## src/rtl/usb_ephs_pkg.sv

```systemverilog
package usb_ephs_pkg;
  typedef enum logic [2:0] {
    OP_CFG  = 3'd0,
    OP_SEL  = 3'd1,
    OP_STAT = 3'd2,
    OP_CLR  = 3'd3,
    OP_VAL  = 3'd4,
    OP_ACK  = 3'd5,
    OP_WLEN = 3'd6,
    OP_RSV  = 3'd7
  } ephs_op_e;

  localparam int unsigned CTRL_OUT_EP = 0;
  localparam int unsigned CTRL_IN_EP  = 1;
endpackage

```

## src/rtl/ephs_ep_slot.sv

```systemverilog
module ephs_ep_slot #(
  parameter int unsigned LEN_W    = 10,
  parameter bit          FIXED    = 1'b0,
  parameter bit          FIXED_IN = 1'b0
) (
  input  logic             clk,
  input  logic             rst_n,
  input  logic             bus_rst,
  input  logic             cfg_go,
  input  logic             cfg_en,
  input  logic             cfg_in,
  input  logic             stat_go,
  input  logic             clr_go,
  input  logic             val_go,
  input  logic             wlen_go,
  input  logic [LEN_W-1:0] wlen_val,
  input  logic             lock,
  input  logic             rx_sel,
  input  logic             setup_go,
  input  logic             flush_go,
  input  logic [LEN_W-1:0] rx_len,
  input  logic             tx_sel,
  output logic             en_o,
  output logic             in_o,
  output logic             full_o,
  output logic             irq_o,
  output logic             setup_o,
  output logic [LEN_W-1:0] len_o,
  output logic             ready_o
);
  logic             en_q, in_q, full_q, irq_q, setup_q;
  logic [LEN_W-1:0] len_q;
  logic             en_n, in_n, full_n, irq_n, setup_n;
  logic [LEN_W-1:0] len_n;
  logic             rx_go, tx_go;

  // bus acceptance judged on registered state only
  assign rx_go = rx_sel && en_q && !in_q && !full_q && !lock;
  assign tx_go = tx_sel && en_q && in_q && full_q && !lock;

  always_comb begin
    en_n    = en_q;
    in_n    = in_q;
    full_n  = full_q;
    irq_n   = irq_q;
    setup_n = setup_q;
    len_n   = len_q;
    // processor commands first
    if (cfg_go) begin
      en_n    = cfg_en;
      in_n    = cfg_in;
      full_n  = 1'b0;
      irq_n   = 1'b0;
      setup_n = 1'b0;
      len_n   = '0;
    end
    if (stat_go) irq_n = 1'b0;
    if (clr_go) begin
      full_n  = 1'b0;
      setup_n = 1'b0;
      len_n   = '0;
    end
    if (val_go)  full_n = 1'b1;
    if (wlen_go) len_n  = wlen_val;
    // bus events override
    if (setup_go) begin
      full_n  = 1'b1;
      irq_n   = 1'b1;
      setup_n = 1'b1;
      len_n   = rx_len;
    end
    if (flush_go) begin
      full_n = 1'b0;
      len_n  = '0;
    end
    if (rx_go) begin
      full_n = 1'b1;
      irq_n  = 1'b1;
      len_n  = rx_len;
    end
    if (tx_go) begin
      full_n = 1'b0;
      irq_n  = 1'b1;
    end
  end

  always_ff @(posedge clk or negedge rst_n) begin
    if (!rst_n) begin
      en_q    <= FIXED;
      in_q    <= FIXED_IN;
      full_q  <= 1'b0;
      irq_q   <= 1'b0;
      setup_q <= 1'b0;
      len_q   <= '0;
    end else if (bus_rst) begin
      en_q    <= FIXED;
      in_q    <= FIXED_IN;
      full_q  <= 1'b0;
      irq_q   <= 1'b0;
      setup_q <= 1'b0;
      len_q   <= '0;
    end else begin
      en_q    <= en_n;
      in_q    <= in_n;
      full_q  <= full_n;
      irq_q   <= irq_n;
      setup_q <= setup_n;
      len_q   <= len_n;
    end
  end

  assign en_o    = en_q;
  assign in_o    = in_q;
  assign full_o  = full_q;
  assign irq_o   = irq_q;
  assign setup_o = setup_q;
  assign len_o   = len_q;
  assign ready_o = en_q && !lock && (in_q ? full_q : !full_q);
endmodule

```

## src/rtl/ephs_setup_lock.sv

```systemverilog
module ephs_setup_lock (
  input  logic       clk,
  input  logic       rst_n,
  input  logic       bus_rst,
  input  logic       setup_go,
  input  logic [1:0] ack_go,
  output logic [1:0] lock_o
);
  logic [1:0] lock_q;

  for (genvar k = 0; k < 2; k++) begin : g_lock
    always_ff @(posedge clk or negedge rst_n) begin
      if (!rst_n)            lock_q[k] <= 1'b0;
      else if (bus_rst)      lock_q[k] <= 1'b0;
      else if (setup_go)     lock_q[k] <= 1'b1;
      else if (ack_go[k])    lock_q[k] <= 1'b0;
    end
  end

  assign lock_o = lock_q;
endmodule

```

## src/rtl/ephs_cmd_ctrl.sv

```systemverilog
module ephs_cmd_ctrl
  import usb_ephs_pkg::*;
#(
  parameter int unsigned NUM_EP = 16,
  parameter int unsigned LEN_W  = 10,
  localparam int unsigned EP_W  = $clog2(NUM_EP),
  localparam int unsigned RSP_W = LEN_W + 6
) (
  input  logic                        clk,
  input  logic                        rst_n,
  input  logic                        cmd_valid,
  output logic                        cmd_ready,
  input  logic [2:0]                  cmd_op,
  input  logic [EP_W-1:0]             cmd_ep,
  input  logic                        rsp_ready,
  output logic                        rsp_valid,
  output logic [RSP_W-1:0]            rsp_status,
  output logic                        cmd_err,
  input  logic [NUM_EP-1:0]           en_v,
  input  logic [NUM_EP-1:0]           in_v,
  input  logic [NUM_EP-1:0]           full_v,
  input  logic [NUM_EP-1:0]           irq_v,
  input  logic [NUM_EP-1:0]           setup_v,
  input  logic [NUM_EP-1:0]           lock_v,
  input  logic [NUM_EP-1:0][LEN_W-1:0] len_v,
  output logic [NUM_EP-1:0]           cfg_go_v,
  output logic [NUM_EP-1:0]           stat_go_v,
  output logic [NUM_EP-1:0]           clr_go_v,
  output logic [NUM_EP-1:0]           val_go_v,
  output logic [NUM_EP-1:0]           wlen_go_v,
  output logic [1:0]                  ack_go
);
  logic              accept, hit, ok;
  logic              en_t, in_t, full_t, lk_t;
  logic [NUM_EP-1:0] onehot;
  ephs_op_e          op;
  logic              rsp_valid_q, err_q;
  logic [RSP_W-1:0]  rsp_q;

  assign op        = ephs_op_e'(cmd_op);
  assign cmd_ready = !rsp_valid_q || rsp_ready;
  assign accept    = cmd_valid && cmd_ready;
  assign hit       = (32'(cmd_ep) < NUM_EP);
  assign onehot    = hit ? (NUM_EP'(1) << cmd_ep) : '0;
  assign en_t      = hit && en_v[cmd_ep];
  assign in_t      = hit && in_v[cmd_ep];
  assign full_t    = hit && full_v[cmd_ep];
  assign lk_t      = hit && lock_v[cmd_ep];

  always_comb begin
    unique case (op)
      OP_CFG:          ok = hit && (32'(cmd_ep) > CTRL_IN_EP);
      OP_SEL, OP_STAT: ok = en_t;
      OP_CLR:          ok = en_t && !lk_t;
      OP_VAL:          ok = en_t && in_t && !lk_t;
      OP_WLEN:         ok = en_t && in_t && !full_t;
      OP_ACK:          ok = (32'(cmd_ep) <= CTRL_IN_EP);
      default:         ok = 1'b0;
    endcase
  end

  assign cfg_go_v  = (accept && ok && op == OP_CFG)  ? onehot : '0;
  assign stat_go_v = (accept && ok && op == OP_STAT) ? onehot : '0;
  assign clr_go_v  = (accept && ok && op == OP_CLR)  ? onehot : '0;
  assign val_go_v  = (accept && ok && op == OP_VAL)  ? onehot : '0;
  assign wlen_go_v = (accept && ok && op == OP_WLEN) ? onehot : '0;
  assign ack_go    = (accept && ok && op == OP_ACK)  ? onehot[1:0] : 2'b00;

  always_ff @(posedge clk or negedge rst_n) begin
    if (!rst_n) begin
      rsp_valid_q <= 1'b0;
      rsp_q       <= '0;
      err_q       <= 1'b0;
    end else begin
      err_q <= accept && !ok;
      if (rsp_valid_q && rsp_ready) rsp_valid_q <= 1'b0;
      if (accept && ok && (op == OP_SEL || op == OP_STAT)) begin
        rsp_valid_q <= 1'b1;
        rsp_q <= {setup_v[cmd_ep], en_v[cmd_ep], in_v[cmd_ep], lock_v[cmd_ep],
                  irq_v[cmd_ep], full_v[cmd_ep], len_v[cmd_ep]};
      end
    end
  end

  assign rsp_valid  = rsp_valid_q;
  assign rsp_status = rsp_q;
  assign cmd_err    = err_q;
endmodule

```

## src/rtl/usb_ep_handshake.sv

```systemverilog
module usb_ep_handshake
  import usb_ephs_pkg::*;
#(
  parameter int unsigned NUM_EP = 16,
  parameter int unsigned LEN_W  = 10,
  localparam int unsigned EP_W  = $clog2(NUM_EP),
  localparam int unsigned RSP_W = LEN_W + 6
) (
  input  logic              clk,
  input  logic              rst_n,
  input  logic              bus_rst,
  input  logic              cmd_valid,
  output logic              cmd_ready,
  input  logic [2:0]        cmd_op,
  input  logic [EP_W-1:0]   cmd_ep,
  input  logic [LEN_W-1:0]  cmd_len,
  output logic              rsp_valid,
  input  logic              rsp_ready,
  output logic [RSP_W-1:0]  rsp_status,
  output logic              cmd_err,
  input  logic              rx_pkt,
  input  logic [EP_W-1:0]   rx_ep,
  input  logic              rx_setup,
  input  logic [LEN_W-1:0]  rx_len,
  input  logic              tx_done,
  input  logic [EP_W-1:0]   tx_ep,
  output logic [NUM_EP-1:0] ep_ready
);
  logic [NUM_EP-1:0]            en_v, in_v, full_v, irq_v, setup_v, lock_v;
  logic [NUM_EP-1:0][LEN_W-1:0] len_v;
  logic [NUM_EP-1:0]            cfg_go_v, stat_go_v, clr_go_v, val_go_v, wlen_go_v;
  logic [1:0]                   ack_go, lock_q;
  logic                         setup_go;

  assign setup_go = rx_pkt && rx_setup && (32'(rx_ep) == CTRL_OUT_EP) && !lock_q[0];
  assign lock_v   = {{(NUM_EP-2){1'b0}}, lock_q};

  ephs_setup_lock u_lock (
    .clk      (clk),
    .rst_n    (rst_n),
    .bus_rst  (bus_rst),
    .setup_go (setup_go),
    .ack_go   (ack_go),
    .lock_o   (lock_q)
  );

  ephs_cmd_ctrl #(.NUM_EP(NUM_EP), .LEN_W(LEN_W)) u_ctrl (
    .clk        (clk),
    .rst_n      (rst_n),
    .cmd_valid  (cmd_valid),
    .cmd_ready  (cmd_ready),
    .cmd_op     (cmd_op),
    .cmd_ep     (cmd_ep),
    .rsp_ready  (rsp_ready),
    .rsp_valid  (rsp_valid),
    .rsp_status (rsp_status),
    .cmd_err    (cmd_err),
    .en_v       (en_v),
    .in_v       (in_v),
    .full_v     (full_v),
    .irq_v      (irq_v),
    .setup_v    (setup_v),
    .lock_v     (lock_v),
    .len_v      (len_v),
    .cfg_go_v   (cfg_go_v),
    .stat_go_v  (stat_go_v),
    .clr_go_v   (clr_go_v),
    .val_go_v   (val_go_v),
    .wlen_go_v  (wlen_go_v),
    .ack_go     (ack_go)
  );

  for (genvar i = 0; i < NUM_EP; i++) begin : g_ep
    localparam bit IS_FIXED = (i <= CTRL_IN_EP);
    localparam bit IS_CIN   = (i == CTRL_IN_EP);
    logic rx_sel_i, tx_sel_i;
    assign rx_sel_i = rx_pkt && !rx_setup && (32'(rx_ep) == i);
    assign tx_sel_i = tx_done && (32'(tx_ep) == i);

    ephs_ep_slot #(.LEN_W(LEN_W), .FIXED(IS_FIXED), .FIXED_IN(IS_CIN)) u_slot (
      .clk      (clk),
      .rst_n    (rst_n),
      .bus_rst  (bus_rst),
      .cfg_go   (cfg_go_v[i]),
      .cfg_en   (cmd_len[0]),
      .cfg_in   (cmd_len[1]),
      .stat_go  (stat_go_v[i]),
      .clr_go   (clr_go_v[i]),
      .val_go   (val_go_v[i]),
      .wlen_go  (wlen_go_v[i]),
      .wlen_val (cmd_len),
      .lock     (lock_v[i]),
      .rx_sel   (rx_sel_i),
      .setup_go ((i == CTRL_OUT_EP) ? setup_go : 1'b0),
      .flush_go ((i == CTRL_IN_EP) ? setup_go : 1'b0),
      .rx_len   (rx_len),
      .tx_sel   (tx_sel_i),
      .en_o     (en_v[i]),
      .in_o     (in_v[i]),
      .full_o   (full_v[i]),
      .irq_o    (irq_v[i]),
      .setup_o  (setup_v[i]),
      .len_o    (len_v[i]),
      .ready_o  (ep_ready[i])
    );
  end
endmodule

```

## config.mk

```make
export PLATFORM = sky130hd
export DESIGN_NAME = usb_ep_handshake
export DESIGN_NICKNAME = d
export VERILOG_FILES = /design/src/rtl/usb_ephs_pkg.sv /design/src/rtl/ephs_ep_slot.sv /design/src/rtl/ephs_setup_lock.sv /design/src/rtl/ephs_cmd_ctrl.sv /design/src/rtl/usb_ep_handshake.sv
export SDC_FILE = /design/constraint.sdc
export NUM_CORES = 1
export LEC_CHECK = 0
export BUFFER_PORTS_ARGS = -buffer_cell sky130_fd_sc_hd__buf_2
export CORE_MARGIN = 8
export CORE_UTILIZATION = 62
export DETAILED_ROUTE_END_ITERATION = 8
export PLACE_DENSITY_LB_ADDON = 0.3
export SKIP_LAST_GASP = 1
export SYNTH_ARGS = -nofsm -noshare
export SYNTH_HDL_FRONTEND = slang
export SYNTH_SLANG_ARGS = --single-unit
```

## constraint.sdc

```tcl
create_clock -name clk -period 2.7 [get_ports clk]
set_input_delay 0.405 -clock clk [delete_from_list [all_inputs] [get_ports clk]]
set_output_delay 0.405 -clock clk [all_outputs]
set_load 0.03 [all_outputs]
```

==> results.cfg, run 1 <==
[setup_path]
crit_chain = mux4_2 > mux2_2 > o2bb2ai_4 > o311a_1 > and3_1 > a221o_1
crit_type = reg2reg
arrival_ps = 3050
crit_buf_inv = 0
cp_max_fo = 12
critPathRequiredTime_ps = 3120
cp_top_family = compound AO/OA/AOI/OAI gates
start_kind = register
max_stage_delay_ps = 510
endpoint_kind = register
slowest_stage = mux4_2

[floorplan]
initial_utilization_pct = 63.07
num_io_pins = 78
rows = 54
die_area_sq_mm = 0.02723
core_area_sq_mm = 0.02182
die_w_um = 165
dieHeight_um = 165

[pwr]
clock_power_share_pct = 46.3
ir_drop_v = 0.0004575
p_int_w = 0.006208
p_sw_share_pct = 25.29
power.density_mw_per_mm2 = 510.8
p_sw_w = 0.002102
p_leak_nw = 7.520
pwr-share-comb_pct = 9.3
seq_power_share_pct = 44.5

[sta]
finalSetupViolations = 0
hold_viol_final = 0
rsz0062_at_grt = no
drv_slew = 0
worst_clock_skew_ps = 14.26
worst_slew_pin_slew_ps = 943.3
clock.fmax_mhz = 379.9
fin_crit_ps = 2632
worst_slack_ps = 67.87
tns_ps = 0
slew_headroom_pct = 36.63
post-route-period-util_pct = 97.49

[status]
status = finished, final reports clean

[clocking]
htreeDepth = 1
clockBufferDepth = 3
clock-sinks = 245
clk_latency_ps = 550
cts_tree = yes
cts_root_buffer = clkbuf_16
cts.reportedPaths.clkPinSlew_ps = 60
cts_inserted_buffers = 27

[yosys]
syn-cell-area_sq_mm = 0.01376
yosys-top-cells-area = dfrtp_1, mux4_2, a221o_1
ys_warn_count = 0
synth-simple-area-share_pct = 17.24
synth.largest_area_cell = dfrtp_1
synth_seq_cells = 245
synth_xor_area_share_pct = 0.7636
synth-compound-area-share_pct = 20.22
synth_top_family_by_area = compound AO/OA/AOI/OAI gates
synth_cell_types = 72
synth_mux_area_share_pct = 13.17
synthFlopType = dfrtp_1
synth_nets = 1350
ys_seq_area_share_pct = 44.57
synthAdderAreaFrac_pct = 0
async_flop_share_pct = 100.0
syn-mean-instance-area_sq_um = 10.53
synth_enable_flop_cells = 0
yosysMostFrequentCell = dfrtp_1
synth_top_area_share_pct = 44.00
netlist_instances = 1307
synth_common_cells = dfrtp_1, nor2_1, a221o_1

[global_routing]
grt_pass1_vias = 12440
track_usage_pct = 34.60
grt-ovfl-total = 0
grt_max_degree = 83
grt_pass1_wl_um = 72460
antenna_found_initial = 3

[detailed_routing]
firstDrtPassIters = 6
num_vias = 12620
drtIter0Drc = 1670
totalWireLength_um = 46480
via_per_inst = 7.189
drt.antenna.violating_nets = 0
wl_per_cell_um = 26.47
drc = 0

[place]
dpl_cell_area_sq_mm = 0.01529
placedCellCount = 1705
place.gp.congestion = 1.021
portBuffers = 77
dp.final_hpwl_um = 33660
dpl_worst_slack_ps = -167.0

[final_layout]
utilization_pct = 74.54
fin_nets = 1499
final_area_sq_mm = 0.01627
drive_gt1_share_pct = 26.51
area_delta_synth_final_pct = 18.18
fin_cells = 1756

[flow_run]
drv_cap = 0

[min_path]
hold_class = in2reg
logic make-up after synthesis:
kind of cell	count (synthesis)
AO/OA/AOI/OAI	322
XOR/XNOR	12
buffers and inverters	119
flip-flops	245
multiplexers	99
AND/OR/NAND/NOR	510
through the flow:
| stage | hold slack, ps | total power [W] |
|---|---|---|
| after floorplan | 109.4 | 0.004123 |
| after global placement | 369.1 | 0.004498 |
| after detailed placement | 367.8 | 0.004505 |
| after CTS | 155.8 | 0.008285 |
| after global routing | 184.1 | 0.008498 |
| final | 165.5 | 0.008310 |
path summary, 6_finish.rpt:
path / startpoint / endpoint / slack (ps) / cells past startpoint
setup / recovery: g_ep[11].u_slot.in_o / g_ep[12].u_slot.len_o[8] / 70 / 6
hold / removal: cmd_len[5] / g_ep[1].u_slot.len_o[5] / 170 / 2
setup reg to reg: g_ep[11].u_slot.in_o / g_ep[12].u_slot.len_o[8] / 70 / 6
hold reg to reg: u_ctrl.rsp_status[14] / u_ctrl.rsp_status[14] / 460 / 1
max in group asynchronous: rst_n / g_ep[13].u_slot.len_o[3] / 1470 / 3
min in group asynchronous: rst_n / g_ep[2].u_slot.en_o / 380 / 2
placed cells by master, fill, tap and decap left out, types with 11 or more instances in the layout:
master	instances
dfrtp_1	242
nor2_1	214
buf_4	130
a221o_1	102
nand2_1	91
buf_2	75
mux4_2	63
nand3_1	59
o21ai_0	40
a211o_1	33
nor3_1	27
clkbuf_16	27
and2_1	21
mux2i_1	21
a21oi_1	20
and3_1	18
a211oi_1	16
a31oi_1	16
nand2b_1	15
inv_1	14
mux2_2	14
a32oi_1	14
o2bb2ai_1	14
buf_12	14
xnor2_1	11
a21o_1	11
nor4_1	11
sequential cells by signal, summed over array words and instances (netlist names), 2 cells and up:
name and flops:
u_lock.lock_o 2, g_ep.u_slot.en_o 16, g_ep.u_slot.full_o 16, g_ep.u_slot.in_o 16, u_ctrl.rsp_status 16, g_ep.u_slot.irq_o 16, g_ep.u_slot.len_o 160
power by group through the flow:
stage | Sequential (W) | Combinational [W] | Clock, W
finish | 0.00370 | 0.000770 | 0.00384
global route | 0.00370 | 0.000813 | 0.00399
CTS | 0.00370 | 0.000747 | 0.00384
detailed placement | 0.00376 | 0.000742 | 0
global placement | 0.00376 | 0.000736 | 0
floorplan | 0.00379 | 0.000336 | 0
layer usage:
metal	vias to the layer above	GRT usage, %	wire [um]
li1	5262	-	-
met1	6256	47.66	17520
met2	953	52.06	20730
met3	149	9.322	6371
met4	4	12.33	1836
met5	-	0	27
area by class of cell:
| type | instances | area, sq um |
|---|---|---|
| multi-input cells | 943 | 7119 |
| well taps | 280 | 350.3 |
| flip-flops and latches | 245 | 6135 |
| clock buffers | 35 | 765.7 |
| clock inverters | 13 | 147.6 |
| repair buffers | 224 | 1690 |
| fillers | 1533 | 5557 |
| diodes | 1 | 2.502 |
| inverters | 15 | 56.30 |
timing repair:
action                                 4_1_cts  5_1_grt
setup endpoints to repair                    0       78
buffers inserted                             0        1
hold buffers                                 1        0
resized for setup                            0       10
endpoints found under the hold margin       55        0
(Power assumes the default switching activity.)
==> run 2, diff against run 1 <==
BUFFER_PORTS_ARGS = not set   (was -buffer_cell sky130_fd_sc_hd__buf_2)
CORE_UTILIZATION = 65   (was 62)
DONT_BUFFER_PORTS = 1   (was not set)
==> run 2 against run 1 <==
Effect of this change: the run now ends with hold timing left; power fell by 2.8%; sequential power about the same; combinational power down 40%; critical path depth grew 3; die area is 4.2% lower; worst setup slack got worse by 41 ps; largest power group unchanged.
==> results.cfg, run 2 (synthesis results as in run 1) <==
[global_routing]
antenna_found_initial = 0
grt_pass1_vias = 11860
grt-ovfl-total = 0
grt_pass1_wl_um = 70990
grt_max_degree = 246
track_usage_pct = 34.73

[clocking]
htreeDepth = 1
cts_inserted_buffers = 26
cts.reportedPaths.clkPinSlew_ps = 60
cts_tree = yes
post-cts-setup-buffers = 0
cts_root_buffer = clkbuf_16
clockBufferDepth = 3
clk_latency_ps = 550
clock-sinks = 245

[detailed_routing]
totalWireLength_um = 45480
drc = 0
via_per_inst = 7.438
drtIter0Drc = 1887
firstDrtPassIters = 7
num_vias = 12240
wl_per_cell_um = 27.65
drt.antenna.violating_nets = 0

[sta]
worst_slew_pin_slew_ps = 821.9
slew_headroom_pct = 44.78
clock.fmax_mhz = 374.0
worst_clock_skew_ps = 17.68
hold_ws_ps = -434.8
worst_slack_ps = 26.46
hold_viol_final = 245
finalSetupViolations = 0
drv_slew = 0
fin_crit_ps = 2674
rsz0062_at_grt = yes
post-route-period-util_pct = 99.02

[final_layout]
multi_input_area_sq_mm = 0.007109
drive_gt1_share_pct = 19.93
utilization_pct = 75.05
mostFrequentLayoutCell = dfrtp_1
regArea_sq_mm = 0.006137
area_delta_synth_final_pct = 13.90
fillers = 1374
fin_nets = 1394
antenna_cells = 0
largest_reg_flops = 160
mostFrequentLayoutCells = dfrtp_1, nor2_1, a221o_1, buf_4, nand2_1

[pwr]
clock_power_share_pct = 48.2
p_leak_nw = 6.999
seq_power_share_pct = 46.0
ir_drop_v = 0.0004874
pwr-share-comb_pct = 5.7
p_sw_w = 0.001850
power.density_mw_per_mm2 = 515.3
p_sw_share_pct = 22.90
p_int_w = 0.006228

[setup_path]
start_kind = register
max_stage_delay_ps = 550
arrival_ps = 3150
crit_type = reg2reg
cp_top_family = compound AO/OA/AOI/OAI gates
crit_buf_inv = 2
endpoint_kind = register
cp_max_fo = 16
slowest_stage = mux4_1
crit_chain = mux4_1 > a22o_1 > or2_4 > a31oi_4 > a21oi_4 > buf_12 > a211oi_2 > buf_6 > a221o_1
critPathRequiredTime_ps = 3180

[floorplan]
num_io_pins = 78
rows = 53
dieHeight_um = 161.5
core_area_sq_mm = 0.02089
die_w_um = 161.5
initial_utilization_pct = 65.89
die_area_sq_mm = 0.02609

[flow_run]
drv_cap = 0

[status]
status = finished with violations
violations = hold timing

[place]
dpl_worst_slack_ps = -81.05
dp.final_hpwl_um = 31190
portBuffers = 0
place.gp.congestion = 0.9761

[min_path]
hold_class = in2async
-- run 2: cell count changes in the layout (fill, tap and decap cells not counted), moves of 2 or more --
cell / change
dlygate4sd3_1: +11
clkinv_2: -6
dfrtp_1: -2
dfrtp_2: +2
buf_4: -37
clkbuf_8: +2
clkbuf_1: +4
buf_2: -75
-- run 2: final cells by class --
| cell class | count | area share, % |
|---|---|---|
| multi-input combinational | 943 | 45.35 |
| sequential | 245 | 39.15 |
| timing repair buffer | 120 | 7.023 |
| clock buffer | 40 | 4.996 |
| tap | 275 | 2.195 |
| clock inverter | 7 | 0.9338 |
| inverter | 15 | 0.3591 |
-- run 2: worst register-to-register path, stage by stage (launching register included) --
cell	delay (ps)
dfrtp_1	420
mux4_1	550
a22o_1	270
or2_4	290
a31oi_4	230
a21oi_4	60
buf_12	190
a211oi_2	250
buf_6	190
a221o_1	180
-- run 2: per-layer routing --
metal / vias to the layer above / track usage (%) / wire length, um / share of wire, %
li1: 5063 / - / - / -
met1: 5999 / 46.13 / 16640 / 37
met2: 1034 / 53.25 / 20690 / 45
met3: 140 / 9.977 / 6251 / 14
met4: 0 / 13.72 / 1895 / 4.2
met5: - / 0 / 0 / 0
-- run 2: what timing repair did --
| item | CTS | global route |
|---|---|---|
| gates resized for setup | 1 | 8 |
| setup endpoints to repair | 1 | 22 |
| hold endpoints to repair | 298 | 249 |
| hold buffers | 9 | 4 |
-- run 2: power groups by stage --
| stage | sequential (W) | combinational [W] | clock, W |
|---|---|---|---|
| after floorplan | 0.00379 | 0.000336 | 0 |
| after global placement | 0.00379 | 0.000394 | 0 |
| after detailed placement | 0.00379 | 0.000401 | 0 |
| after CTS | 0.00372 | 0.000435 | 0.00389 |
| after global routing | 0.00372 | 0.000479 | 0.00406 |
| final | 0.00372 | 0.000463 | 0.00390 |
-- run 2: stage by stage --
stage	power, W	instances	hold WS, ps	instance area [sq um]	setup TNS [ps]
floorplan	0.004123	1307	109.4	13770	0
global placement	0.004181	1585	116.0	14570	-149.7
detailed placement	0.004188	1585	115.7	14570	-377.7
CTS	0.008043	1641	-447.2	15610	0
global route	0.008260	1645	-451.0	15680	-17.19
finish	0.008078	1645	-434.8	15680	0
-- run 2: worst paths after layout --
path | start | to | slack (ps) | cells after the start
max in group asynchronous | rst_n | u_ctrl.rsp_status[12] | 2580 | 0
min in group clk | bus_rst | g_ep[1].u_slot.en_o | 10 | 1
worst max register to register | g_ep[7].u_slot.en_o | g_ep[14].u_slot.len_o[4] | 30 | 9
worst max-delay path | g_ep[7].u_slot.en_o | g_ep[14].u_slot.len_o[4] | 30 | 9
worst min register to register | g_ep[2].u_slot.len_o[0] | g_ep[2].u_slot.len_o[0] | 480 | 1
worst min-delay path | rst_n | g_ep[3].u_slot.full_o | -430 | 0
